File: src/rtl/pinmux_pkg.sv
package pinmux_pkg;
  localparam int ADDR_W = 5;
  localparam int NFN    = 3;     // peripheral functions besides GPIO
  localparam logic IDLE_LVL = 1'b0;

  localparam logic [ADDR_W-1:0] A_FSEL = 5'd0;
  localparam logic [ADDR_W-1:0] A_GOUT = 5'd1;
  localparam logic [ADDR_W-1:0] A_GOE  = 5'd2;
  localparam logic [ADDR_W-1:0] A_PU   = 5'd3;
  localparam logic [ADDR_W-1:0] A_PD   = 5'd4;
  localparam logic [ADDR_W-1:0] A_OD   = 5'd5;
  localparam logic [ADDR_W-1:0] A_DS   = 5'd6;
  localparam logic [ADDR_W-1:0] A_DBEN = 5'd7;
  localparam logic [ADDR_W-1:0] A_DIV  = 5'd8;
  localparam logic [ADDR_W-1:0] A_NSTB = 5'd9;
  localparam int                A_ISEL = 16;
endpackage

File: src/rtl/pinmux_regs.sv
module pinmux_regs
  import pinmux_pkg::*;
#(
  parameter int P      = 8,
  parameter int NUM_IN = 4,
  parameter int SEL_W  = 4,
  parameter int DIV_W  = 16,
  parameter int CNT_W  = 8,
  parameter int DATA_W = 16
) (
  input  logic                    clk,
  input  logic                    rst,
  input  logic                    wr_en,
  input  logic [ADDR_W-1:0]       addr,
  input  logic [DATA_W-1:0]       wdata,
  output logic [DATA_W-1:0]       rdata,
  output logic [2*P-1:0]          fsel_q,
  output logic [P-1:0]            gout_q,
  output logic [P-1:0]            goe_q,
  output logic [P-1:0]            pu_q,
  output logic [P-1:0]            pd_q,
  output logic [P-1:0]            od_q,
  output logic [2*P-1:0]          ds_q,
  output logic [P-1:0]            dben_q,
  output logic [DIV_W-1:0]        div_q,
  output logic [CNT_W-1:0]        nstb_q,
  output logic [NUM_IN*SEL_W-1:0] isel_q
);
  logic [DATA_W-1:0] rd;

  always_ff @(posedge clk) begin
    if (rst) begin
      fsel_q <= '0; gout_q <= '0; goe_q <= '0; pu_q <= '0; pd_q <= '0;
      od_q <= '0; ds_q <= '0; dben_q <= '0; div_q <= '0;
      nstb_q <= CNT_W'(1); isel_q <= '0; rdata <= '0;
    end else begin
      rdata <= rd;
      if (wr_en) begin
        case (addr)
          A_FSEL: fsel_q <= wdata[2*P-1:0];
          A_GOUT: gout_q <= wdata[P-1:0];
          A_GOE:  goe_q  <= wdata[P-1:0];
          A_PU:   pu_q   <= wdata[P-1:0];
          A_PD:   pd_q   <= wdata[P-1:0];
          A_OD:   od_q   <= wdata[P-1:0];
          A_DS:   ds_q   <= wdata[2*P-1:0];
          A_DBEN: dben_q <= wdata[P-1:0];
          A_DIV:  div_q  <= wdata[DIV_W-1:0];
          A_NSTB: nstb_q <= wdata[CNT_W-1:0];
          default: begin
            for (int j = 0; j < NUM_IN; j++)
              if (addr == ADDR_W'(A_ISEL + j)) isel_q[j*SEL_W +: SEL_W] <= wdata[SEL_W-1:0];
          end
        endcase
      end
    end
  end

  always_comb begin
    rd = '0;
    case (addr)
      A_FSEL: rd = DATA_W'(fsel_q);
      A_GOUT: rd = DATA_W'(gout_q);
      A_GOE:  rd = DATA_W'(goe_q);
      A_PU:   rd = DATA_W'(pu_q);
      A_PD:   rd = DATA_W'(pd_q);
      A_OD:   rd = DATA_W'(od_q);
      A_DS:   rd = DATA_W'(ds_q);
      A_DBEN: rd = DATA_W'(dben_q);
      A_DIV:  rd = DATA_W'(div_q);
      A_NSTB: rd = DATA_W'(nstb_q);
      default: begin
        for (int j = 0; j < NUM_IN; j++)
          if (addr == ADDR_W'(A_ISEL + j)) rd = DATA_W'(isel_q[j*SEL_W +: SEL_W]);
      end
    endcase
  end

  assert_fsel_write_R2: assert property (@(posedge clk) disable iff (rst)
    (!$past(rst) && $past(wr_en) && $past(addr) == A_FSEL) |-> fsel_q == $past(wdata[2*P-1:0]));

  assert_ds_write_R7: assert property (@(posedge clk) disable iff (rst)
    (!$past(rst) && $past(wr_en) && $past(addr) == A_DS) |-> ds_q == $past(wdata[2*P-1:0]));
endmodule

File: src/rtl/pinmux_lane.sv
module pinmux_lane
  import pinmux_pkg::*;
(
  input  logic [1:0]     sel,
  input  logic           g_o,
  input  logic           g_oe,
  input  logic           r_pu,
  input  logic           r_pd,
  input  logic           od,
  input  logic [NFN-1:0] f_o,
  input  logic [NFN-1:0] f_oe,
  input  logic [NFN-1:0] f_pu,
  input  logic [NFN-1:0] f_pd,
  input  logic [NFN-1:0] f_ctl,
  output logic           o,
  output logic           oe,
  output logic           pu,
  output logic           pd
);
  logic o_raw, oe_raw, pu_raw, pd_raw;

  always_comb begin
    o_raw = g_o; oe_raw = g_oe; pu_raw = r_pu; pd_raw = r_pd;
    for (int k = 0; k < NFN; k++) begin
      if (int'(sel) == k + 1) begin
        o_raw = f_o[k];
        if (f_ctl[k]) begin
          oe_raw = f_oe[k]; pu_raw = f_pu[k]; pd_raw = f_pd[k];
        end
      end
    end
    if (od) begin
      o  = 1'b0;
      oe = oe_raw & ~o_raw;
    end else begin
      o  = o_raw;
      oe = oe_raw;
    end
    pu = pu_raw;
    pd = pd_raw & ~pu_raw;
  end
endmodule

File: src/rtl/pinmux_debounce.sv
module pinmux_debounce #(
  parameter int CNT_W = 8
) (
  input  logic             clk,
  input  logic             rst,
  input  logic             en,
  input  logic             tick,
  input  logic [CNT_W-1:0] nstb,
  input  logic             raw,
  output logic             filt
);
  logic             stb_q;
  logic [CNT_W-1:0] run_q;
  logic [CNT_W:0]   run_nxt;

  assign run_nxt = {1'b0, run_q} + (CNT_W+1)'(1);

  always_ff @(posedge clk) begin
    if (rst) begin
      stb_q <= 1'b0;
      run_q <= '0;
    end else if (!en) begin
      stb_q <= raw;
      run_q <= '0;
    end else if (tick) begin
      if (raw != stb_q) begin
        if (run_nxt >= {1'b0, nstb}) begin
          stb_q <= raw;
          run_q <= '0;
        end else begin
          run_q <= run_nxt[CNT_W-1:0];
        end
      end else begin
        run_q <= '0;
      end
    end
  end

  assign filt = en ? stb_q : raw;

  assert_change_on_tick_R10: assert property (@(posedge clk) disable iff (rst)
    (!$past(rst) && $past(en) && stb_q != $past(stb_q)) |-> $past(tick));

  assert_change_follows_raw_R10: assert property (@(posedge clk) disable iff (rst)
    (!$past(rst) && $past(en) && stb_q != $past(stb_q)) |-> stb_q == $past(raw));
endmodule

File: src/rtl/pinmux_top.sv
module pinmux_top
  import pinmux_pkg::*;
#(
  parameter int NUM_PADS = 8,
  parameter int NUM_IN   = 4,
  parameter int DIV_W    = 16,
  parameter int CNT_W    = 8,
  parameter int DATA_W   = 16
) (
  input  logic                  clk,
  input  logic                  rst,
  input  logic                  wr_en,
  input  logic [ADDR_W-1:0]     addr,
  input  logic [DATA_W-1:0]     wdata,
  output logic [DATA_W-1:0]     rdata,
  input  logic [NFN*NUM_PADS-1:0] fn_o,
  input  logic [NFN*NUM_PADS-1:0] fn_oe,
  input  logic [NFN*NUM_PADS-1:0] fn_pu,
  input  logic [NFN*NUM_PADS-1:0] fn_pd,
  input  logic [NFN-1:0]        fn_ctl,
  input  logic [NUM_PADS-1:0]   pad_in,
  output logic [NUM_PADS-1:0]   pad_o,
  output logic [NUM_PADS-1:0]   pad_oe,
  output logic [NUM_PADS-1:0]   pad_pu,
  output logic [NUM_PADS-1:0]   pad_pd,
  output logic [2*NUM_PADS-1:0] pad_ds,
  output logic [NUM_IN-1:0]     fn_in
);
  localparam int P     = NUM_PADS;
  localparam int SEL_W = $clog2(NUM_PADS + 1);

  logic [2*P-1:0]          fsel_q, ds_q;
  logic [P-1:0]            gout_q, goe_q, pu_q, pd_q, od_q, dben_q, filt;
  logic [DIV_W-1:0]        div_q, tcnt_q;
  logic [CNT_W-1:0]        nstb_q;
  logic [NUM_IN*SEL_W-1:0] isel_q;
  logic                    tick;

  pinmux_regs #(.P(P), .NUM_IN(NUM_IN), .SEL_W(SEL_W), .DIV_W(DIV_W),
                .CNT_W(CNT_W), .DATA_W(DATA_W)) u_regs (
    .clk(clk), .rst(rst), .wr_en(wr_en), .addr(addr), .wdata(wdata), .rdata(rdata),
    .fsel_q(fsel_q), .gout_q(gout_q), .goe_q(goe_q), .pu_q(pu_q), .pd_q(pd_q),
    .od_q(od_q), .ds_q(ds_q), .dben_q(dben_q), .div_q(div_q), .nstb_q(nstb_q),
    .isel_q(isel_q));

  // shared sample-rate divider for all debounce filters
  assign tick = (tcnt_q == div_q);
  always_ff @(posedge clk) begin
    if (rst)       tcnt_q <= '0;
    else if (tick) tcnt_q <= '0;
    else           tcnt_q <= tcnt_q + DIV_W'(1);
  end

  assign pad_ds = ds_q;

  for (genvar p = 0; p < P; p++) begin : g_pad
    logic [NFN-1:0] lo, loe, lpu, lpd;
    logic           o, oe, pu, pd;
    always_comb begin
      for (int k = 0; k < NFN; k++) begin
        lo[k]  = fn_o[k*P + p];
        loe[k] = fn_oe[k*P + p];
        lpu[k] = fn_pu[k*P + p];
        lpd[k] = fn_pd[k*P + p];
      end
    end

    pinmux_lane u_lane (
      .sel(fsel_q[2*p +: 2]), .g_o(gout_q[p]), .g_oe(goe_q[p]), .r_pu(pu_q[p]),
      .r_pd(pd_q[p]), .od(od_q[p]), .f_o(lo), .f_oe(loe), .f_pu(lpu), .f_pd(lpd),
      .f_ctl(fn_ctl), .o(o), .oe(oe), .pu(pu), .pd(pd));

    assign pad_o[p]  = o;
    assign pad_oe[p] = oe;
    assign pad_pu[p] = pu;
    assign pad_pd[p] = pd;

    pinmux_debounce #(.CNT_W(CNT_W)) u_db (
      .clk(clk), .rst(rst), .en(dben_q[p]), .tick(tick), .nstb(nstb_q),
      .raw(pad_in[p]), .filt(filt[p]));

    assert_od_release_R5: assert property (@(posedge clk) disable iff (rst)
      (od_q[p] && fsel_q[2*p +: 2] == 2'd0 && pad_oe[p]) |-> !gout_q[p]);

    assert_pullup_wins_R6: assert property (@(posedge clk) disable iff (rst)
      (fsel_q[2*p +: 2] == 2'd0 && pu_q[p]) |-> (pad_pu[p] && !pad_pd[p]));
  end

  for (genvar j = 0; j < NUM_IN; j++) begin : g_in
    logic [SEL_W-1:0] s;
    logic             v;
    assign s = isel_q[j*SEL_W +: SEL_W];
    always_comb begin
      v = IDLE_LVL;
      for (int p = 0; p < P; p++)
        if (int'(s) == p + 1) v = filt[p];
    end
    assign fn_in[j] = v;

    assert_idle_input_R8: assert property (@(posedge clk) disable iff (rst)
      (s == '0) |-> (fn_in[j] == IDLE_LVL));
  end
endmodule

File: config.mk
export PLATFORM = sky130hd
export DESIGN_NAME = pinmux_top
export DESIGN_NICKNAME = d
export VERILOG_FILES = /design/src/rtl/pinmux_pkg.sv /design/src/rtl/pinmux_regs.sv /design/src/rtl/pinmux_lane.sv /design/src/rtl/pinmux_debounce.sv /design/src/rtl/pinmux_top.sv
export SDC_FILE = /design/constraint.sdc
export NUM_CORES = 1
export LEC_CHECK = 0
export BUFFER_PORTS_ARGS = -buffer_cell sky130_fd_sc_hd__clkbuf_2
export CORE_ASPECT_RATIO = 0.75
export CORE_MARGIN = 4
export CORE_UTILIZATION = 64
export CTS_BUF_LIST = sky130_fd_sc_hd__clkbuf_4
export DETAILED_ROUTE_END_ITERATION = 12
export PLACE_DENSITY_LB_ADDON = 0.1
export SETUP_SLACK_MARGIN = 0.2
export SLEW_MARGIN = 20
export SYNTH_ARGS = -nofsm -noshare
export SYNTH_HDL_FRONTEND = slang
export SYNTH_SLANG_ARGS = --single-unit
export TNS_END_PERCENT = 5
File: constraint.sdc
create_clock -name clk -period 4.9 [get_ports clk]
set_input_delay 0.245 -clock clk [delete_from_list [all_inputs] [get_ports clk]]
set_output_delay 0.245 -clock clk [all_outputs]
set_load 0.005 [all_outputs]
After elaboration in Yosys (flattened, before gate mapping)
Index checks and enable logic that the tools add are counted.
{"block": "op_classes", "n_reduce_logical": 33, "mux": 277, "magnitude_cmp": 8, "n_eq_ne": 102, "add_sub_neg": 9, "n_bitwise": 41}
{"operator": "$mux 1", "count": 256}
{"operator": "$pmux 16 s10", "count": 1}
{"operator": "$mux 8", "count": 16}
{"operator": "$eq 4x4->1 const B", "count": 20}
{"operator": "$add 8x1->9 const B", "count": 8}
{"operator": "$ge 9x8->1", "count": 8}
{"operator": "$ne 2x1->1 const B", "count": 24}
{"operator": "$reduce_and 3->1", "count": 12}
{"operator": "$eq 2x2->1 const B", "count": 16}
{"operator": "$eq 4x3->1 const B", "count": 8}
{"operator": "$not 1->1", "count": 25}
{"operator": "$eq 5x3->1 const B", "count": 4}
{"operator": "$eq 5x5->1 const B", "count": 4}
{"operator": "$reduce_and 2->1", "count": 10}
{"operator": "$reduce_or 2->1", "count": 9}
{"operator": "$add 16x1->16 const B", "count": 1}
{"operator": "$and 1x1->1", "count": 16}
{"operator": "$eq 16x16->1", "count": 1}
{"operator": "$eq 2x1->1 const B", "count": 8}
{"operator": "$eq 4x2->1 const B", "count": 4}
{"operator": "$mux 4", "count": 4}
{"operator": "$eq 5x2->1 const B", "count": 2}
{"operator": "$eq 5x4->1 const B", "count": 2}
{"operator": "$reduce_or 10->1", "count": 1}
{"operator": "other kinds (3)", "count": 10}
{"block": "word_totals", "regBits": 224, "input_bits": 131}

Depth between registers and ports, before layout
{"block": "logic_depth", "depth_word": 9, "ltp_mapped": 13}

Hierarchy
From an unflattened synthesis, not the netlist that was laid out.
{"block": "unflattened", "cells_unflattened": 1729, "hier_area_um2": 14609.0}
{"module": "pinmux_regs", "n_inst": 1, "area_each_um2": 5714.2, "cells_each": 676}
{"module": "pinmux_debounce", "n_inst": 8, "area_each_um2": 706.9, "cells_each": 79}
{"module": "pinmux_lane", "n_inst": 8, "area_each_um2": 220.2, "cells_each": 31}
{"module": "pinmux_top", "n_inst": 1, "area_each_um2": 1477.7, "cells_each": 173}

Worst setup path before layout
OpenSTA, ideal clock, no wires.
{"block": "synth_timing", "path_kind": "reg2reg", "from": "register g_pad[5].u_db.run_q[0]", "to": "register g_pad[5].u_db.run_q[5]", "required_ns": 4.829, "setup_slack_ns": 2.160, "path_buffers": 0, "setup_time_ns": 0.071, "arrival_ns": 2.669, "path_stages_with_launch": 12, "period_less_slack_ns": 2.740, "cell_sequence": "dfxtp_1 -> ha_1 -> and4_1 -> nand2_1 -> xnor2_1 -> ha_1 -> a21o_1 -> a221o_1 -> a2111o_1 -> nor2_2 -> nand3_1 -> a21oi_1"}
{"block": "synth_between", "elab_chain_cells": 4}
{"item": "start: declaration", "line_no": "pinmux_debounce.sv:13", "rtl": "logic [CNT_W-1:0] run_q;"}
{"item": "start signal: assignment", "line_no": "pinmux_debounce.sv:31", "rtl": "run_q <= run_nxt[CNT_W-1:0];"}
{"item": "$add 8x1->9 (*)", "line_no": "pinmux_debounce.sv:16", "rtl": "assign run_nxt = {1'b0, run_q} + (CNT_W+1)'(1);"}
{"item": "$ge 9x8->1", "line_no": "pinmux_debounce.sv:27", "rtl": "if (run_nxt >= {1'b0, nstb}) begin"}
{"item": "$mux 8 (*)", "line_no": "pinmux_debounce.sv:27"}
{"item": "$mux 8 (*)", "line_no": "pinmux_debounce.sv:26", "rtl": "if (raw != stb_q) begin"}
Mark *: on every way between the ends. The rest lies on a longest branch, timed or not.
A chain may end at the register's enable or synchronous reset.

Final worst setup path
{"block": "layout_timing", "from": "register g_pad[3].u_db.run_q[0]", "to": "register g_pad[3].u_db.run_q[5]"}
{"block": "layout_between", "elab_chain_cells": 4}
{"item": "start: declaration", "line_no": "pinmux_debounce.sv:13"}
{"item": "start signal: assignment", "line_no": "pinmux_debounce.sv:31"}
{"item": "$add 8x1->9 (*)", "line_no": "pinmux_debounce.sv:16"}
{"item": "$ge 9x8->1", "line_no": "pinmux_debounce.sv:27"}
{"item": "$mux 8 (*)", "line_no": "pinmux_debounce.sv:27"}
{"item": "$mux 8 (*)", "line_no": "pinmux_debounce.sv:26"}
Marked as above.

==> run metrics <==
status=finished, final reports clean; Adder-Cell Fraction of Synth Area=6.79%; die height=134 microns; CP max FO=10; Starting Density=65.8%; top_reg_cell synth=dfxtp_1; mux contribution to synthesized area=6.88%; CP arrival=3.80 ns; DR vias=13,600; antenna violations before repair=0; Top delay family on crit path=compound AO/OA/AOI/OAI gates; reg2reg start=g_pad[3].u_db.run_q[0]$_SDFFE_PP0P_; Yosys warnings=0; Final min period=3.23 ns; Cell Rows=45; worst path required time=5.47 ns; Max Fclk=310 MHz; WL final=39.5 mm; non-filler cells, final=2,190; CTS root buf=clkbuf_4; DR pass1 iterations=6; Post-Syn Instances=1,712; r2r setup slk=1.67 ns; Crit Path Class=register to register; compound-gate portion of the synthesized area=18.0%; HP Class=input pin to register; flop and latch count out of synthesis=224; first-pass GRT wire length=62.9 mm; worst hold stages=3; leakage power=0.00610 uW; area of the die=23,400 sq um; Cell Chain, Critical Path=ha_1 -> and3_1 -> nand3_1 -> xnor2_1 -> ha_1 -> a21o_1 -> a221oi_1 -> o2111ai_1 -> nor2_1 -> nand3b_1 -> a21oi_1; Clock transition at path regs=0.08 ns; Worst setup EP type=register; largest family of logic cells by synthesized area=simple AND/OR/NAND/NOR gates; share of the synthesized area in the top cell type=33.3%; Syn Std Cell Area=13,400 sq um; DRC viols=0; most common cell in the synthesized netlist=nand2_1; CTS Buf Count=55; syn avg cell area=7.85 sq um; vias per inst=6.20; Wirelength per Cell=18.0 microns; clock sinks=224; area of the core=20,400 sq um; Synth cell types=64; reg2reg end=g_pad[3].u_db.run_q[5]$_SDFFE_PP0P_; nets=2,083; H-tree Lvls=2; TritonCTS clock tree=done; RSZ-0062 raised after global routing=no; Slew headroom=31.5%; Post-CTS Setup Inserts=0; share of post-route cells with drive strength above 1=17.2%; simple-gate share of the synthesized area=24.4%; Slew Viols, Final=0; Final period util=65.8%; I/O pins=199; Fin. Hold Viols=0; Hold Crit Start=wdata[0]; Detail Route Antenna Nets=0; ant diodes=0; placed instance count=2,084; Port Buf Inserts=198; Startpoint Class=register; Critical Path Max Stage Delay=0.46 ns; CP max-delay cell=o2111ai_1; WP buf/inv=0; MaxCap Viol Count=0; Pwr Density=243 nW/um^2; setup TNS=0 ns; GPL Wtd Cong=0.909; Synth Area in XOR/XNOR=5.60%; number of synthesized flops with an enable pin=0; P&R area growth vs syn=12.4%; Stages on worst setup path=11; Peak VDD IR=0.211 mV; final setup violation count=0; dpl hpwl=28.3 mm; cell taking the most area after synthesis=dfxtp_1; largest net degree at the start of global routing=92; Total Routing Usage GR=32.0%; Synthesized Nets=1,916; grt total ovfl=0; Clock Latency Late Sink=0.69 ns; async set or reset register ratio after synthesis=0%; initial DRC count=1,488; commonest cells in the synthesized netlist=nand2_1 (318), dfxtp_1 (224), a21oi_1 (187); R2R cell count=11; WHS Endpoint=u_regs.ds_q[0]$_SDFFE_PP0P_; worst slew pin tran=1.03 ns; Longest Clk Path Bufs=3; Seq/Total Area, Yosys=33.3%; Crit path top cell by count=ha_1; Die Span X=175 microns; clk_skew=0.0535 ns; ranking of synthesized cells by area=dfxtp_1 (33%), nand2_1 (8.9%), a21oi_1 (7.0%), ha_1 (6.8%), nand3_1 (4.5%); vias in the first global route=12,500
## what timing repair did
action	in CTS	in global routing
hold buffers	20	0
endpoints found under the hold margin	58	0
resized for setup	0	0
## kinds of logic (layout without fill, tap and decap cells)
family	Yosys count	after routing
and+or+nand+nor	716	716
AOI/OAI and AO/OA	399	399
DFF	224	224
buffers and inverters	137	333
xor gates and xnor gates	86	86
muxes	77	77
adders and majority gates	73	73
## power by group
group	total, uW	internal [uW]	switching [uW]	leakage [uW]
Sequential	1850	1830	15.8	0.00181
Combinational	345	112	233	0.00392
Clock	1480	740	744	0.000377
Total	3680	2680	993	0.00610
## worst max path at each step
stage,from,to,slack (ns)
after global placement,g_pad[0].u_db.run_q[0]$_SDFFE_PP0P_,g_pad[0].u_db.run_q[4]$_SDFFE_PP0P_,1.54
after CTS,g_pad[0].u_db.run_q[0]$_SDFFE_PP0P_,g_pad[0].u_db.run_q[4]$_SDFFE_PP0P_,1.32
final,g_pad[3].u_db.run_q[0]$_SDFFE_PP0P_,g_pad[3].u_db.run_q[5]$_SDFFE_PP0P_,1.67
after detailed placement,g_pad[0].u_db.run_q[0]$_SDFFE_PP0P_,g_pad[0].u_db.run_q[4]$_SDFFE_PP0P_,1.35
after floorplan,g_pad[5].u_db.run_q[0]$_SDFFE_PP0P_,g_pad[5].u_db.run_q[5]$_SDFFE_PP0P_,2.16
after global routing,g_pad[3].u_db.run_q[0]$_SDFFE_PP0P_,g_pad[3].u_db.run_q[3]$_SDFFE_PP0P_,1.31
## sequential cells by signal (all words and copies together) (netlist names)
signal            cells
u_regs.div_q         16
g_pad.u_db.stb_q      8
u_regs.fsel_q        16
g_pad.u_db.run_q     64
u_regs.goe_q          8
u_regs.od_q           8
u_regs.gout_q         8
tcnt_q               16
u_regs.nstb_q         8
u_regs.rdata         16
u_regs.isel_q        16
u_regs.ds_q          16
u_regs.pd_q           8
u_regs.dben_q         8
u_regs.pu_q           8
## stage by stage
stage	power (uW)	instance area (sq um)	hold WS, ns	util [%]	worst slack [ns]
4_1_cts	3680	15100	0.00158	73.9	1.32
6_report	3680	15100	0.0255	73.9	1.67
3_5_place_dp	2210	14300	0.465	69.8	1.35
5_1_grt	3810	15100	0.0390	73.9	1.31
3_3_place_gp	2200	14300	0.459	69.8	1.54
2_1_floorplan	2090	13400	0.381	-	2.16
## worst register-to-register path: stages (launching register included)
cell       delay (ns)
dfxtp_1          0.42
ha_1             0.27
and3_1           0.22
nand3_1          0.14
xnor2_1          0.16
ha_1             0.28
a21o_1           0.18
a221oi_1         0.37
o2111ai_1        0.46
nor2_1           0.39
nand3b_1         0.12
a21oi_1          0.15
## final cells by class
cell class	instances	area, sq um
Multi-Input combinational cell	1351	8300
Fill cell	1664	5330
Sequential cell	224	4480
Timing Repair Buffer	230	1280
Clock buffer	74	556
Tap cell	282	353
Clock inverter	12	72.6
Inverter	17	63.8
## routing by layer
layer,vias to the layer above,GRT usage (%),wire length [microns]
li1,6421,-,-
met1,6306,46.3,17100
met2,759,48.4,17200
met3,91,7.29,4480
met4,0,7.81,733
met5,-,0,0
## cell usage in the layout, fill, tap and decap left out, types with 47 or more instances in the layout
cell / Yosys / final
nand3_1: 120 / 120
mux2i_1: 53 / 53
nand2_1: 318 / 318
a21oi_1: 187 / 187
clkbuf_4: 0 / 74
clkbuf_2: 1 / 197
nor2_1: 127 / 127
o21ai_0: 74 / 74
dfxtp_1: 224 / 224
ha_1: 73 / 73
xor2_1: 47 / 47
(Power assumes the default switching activity.)
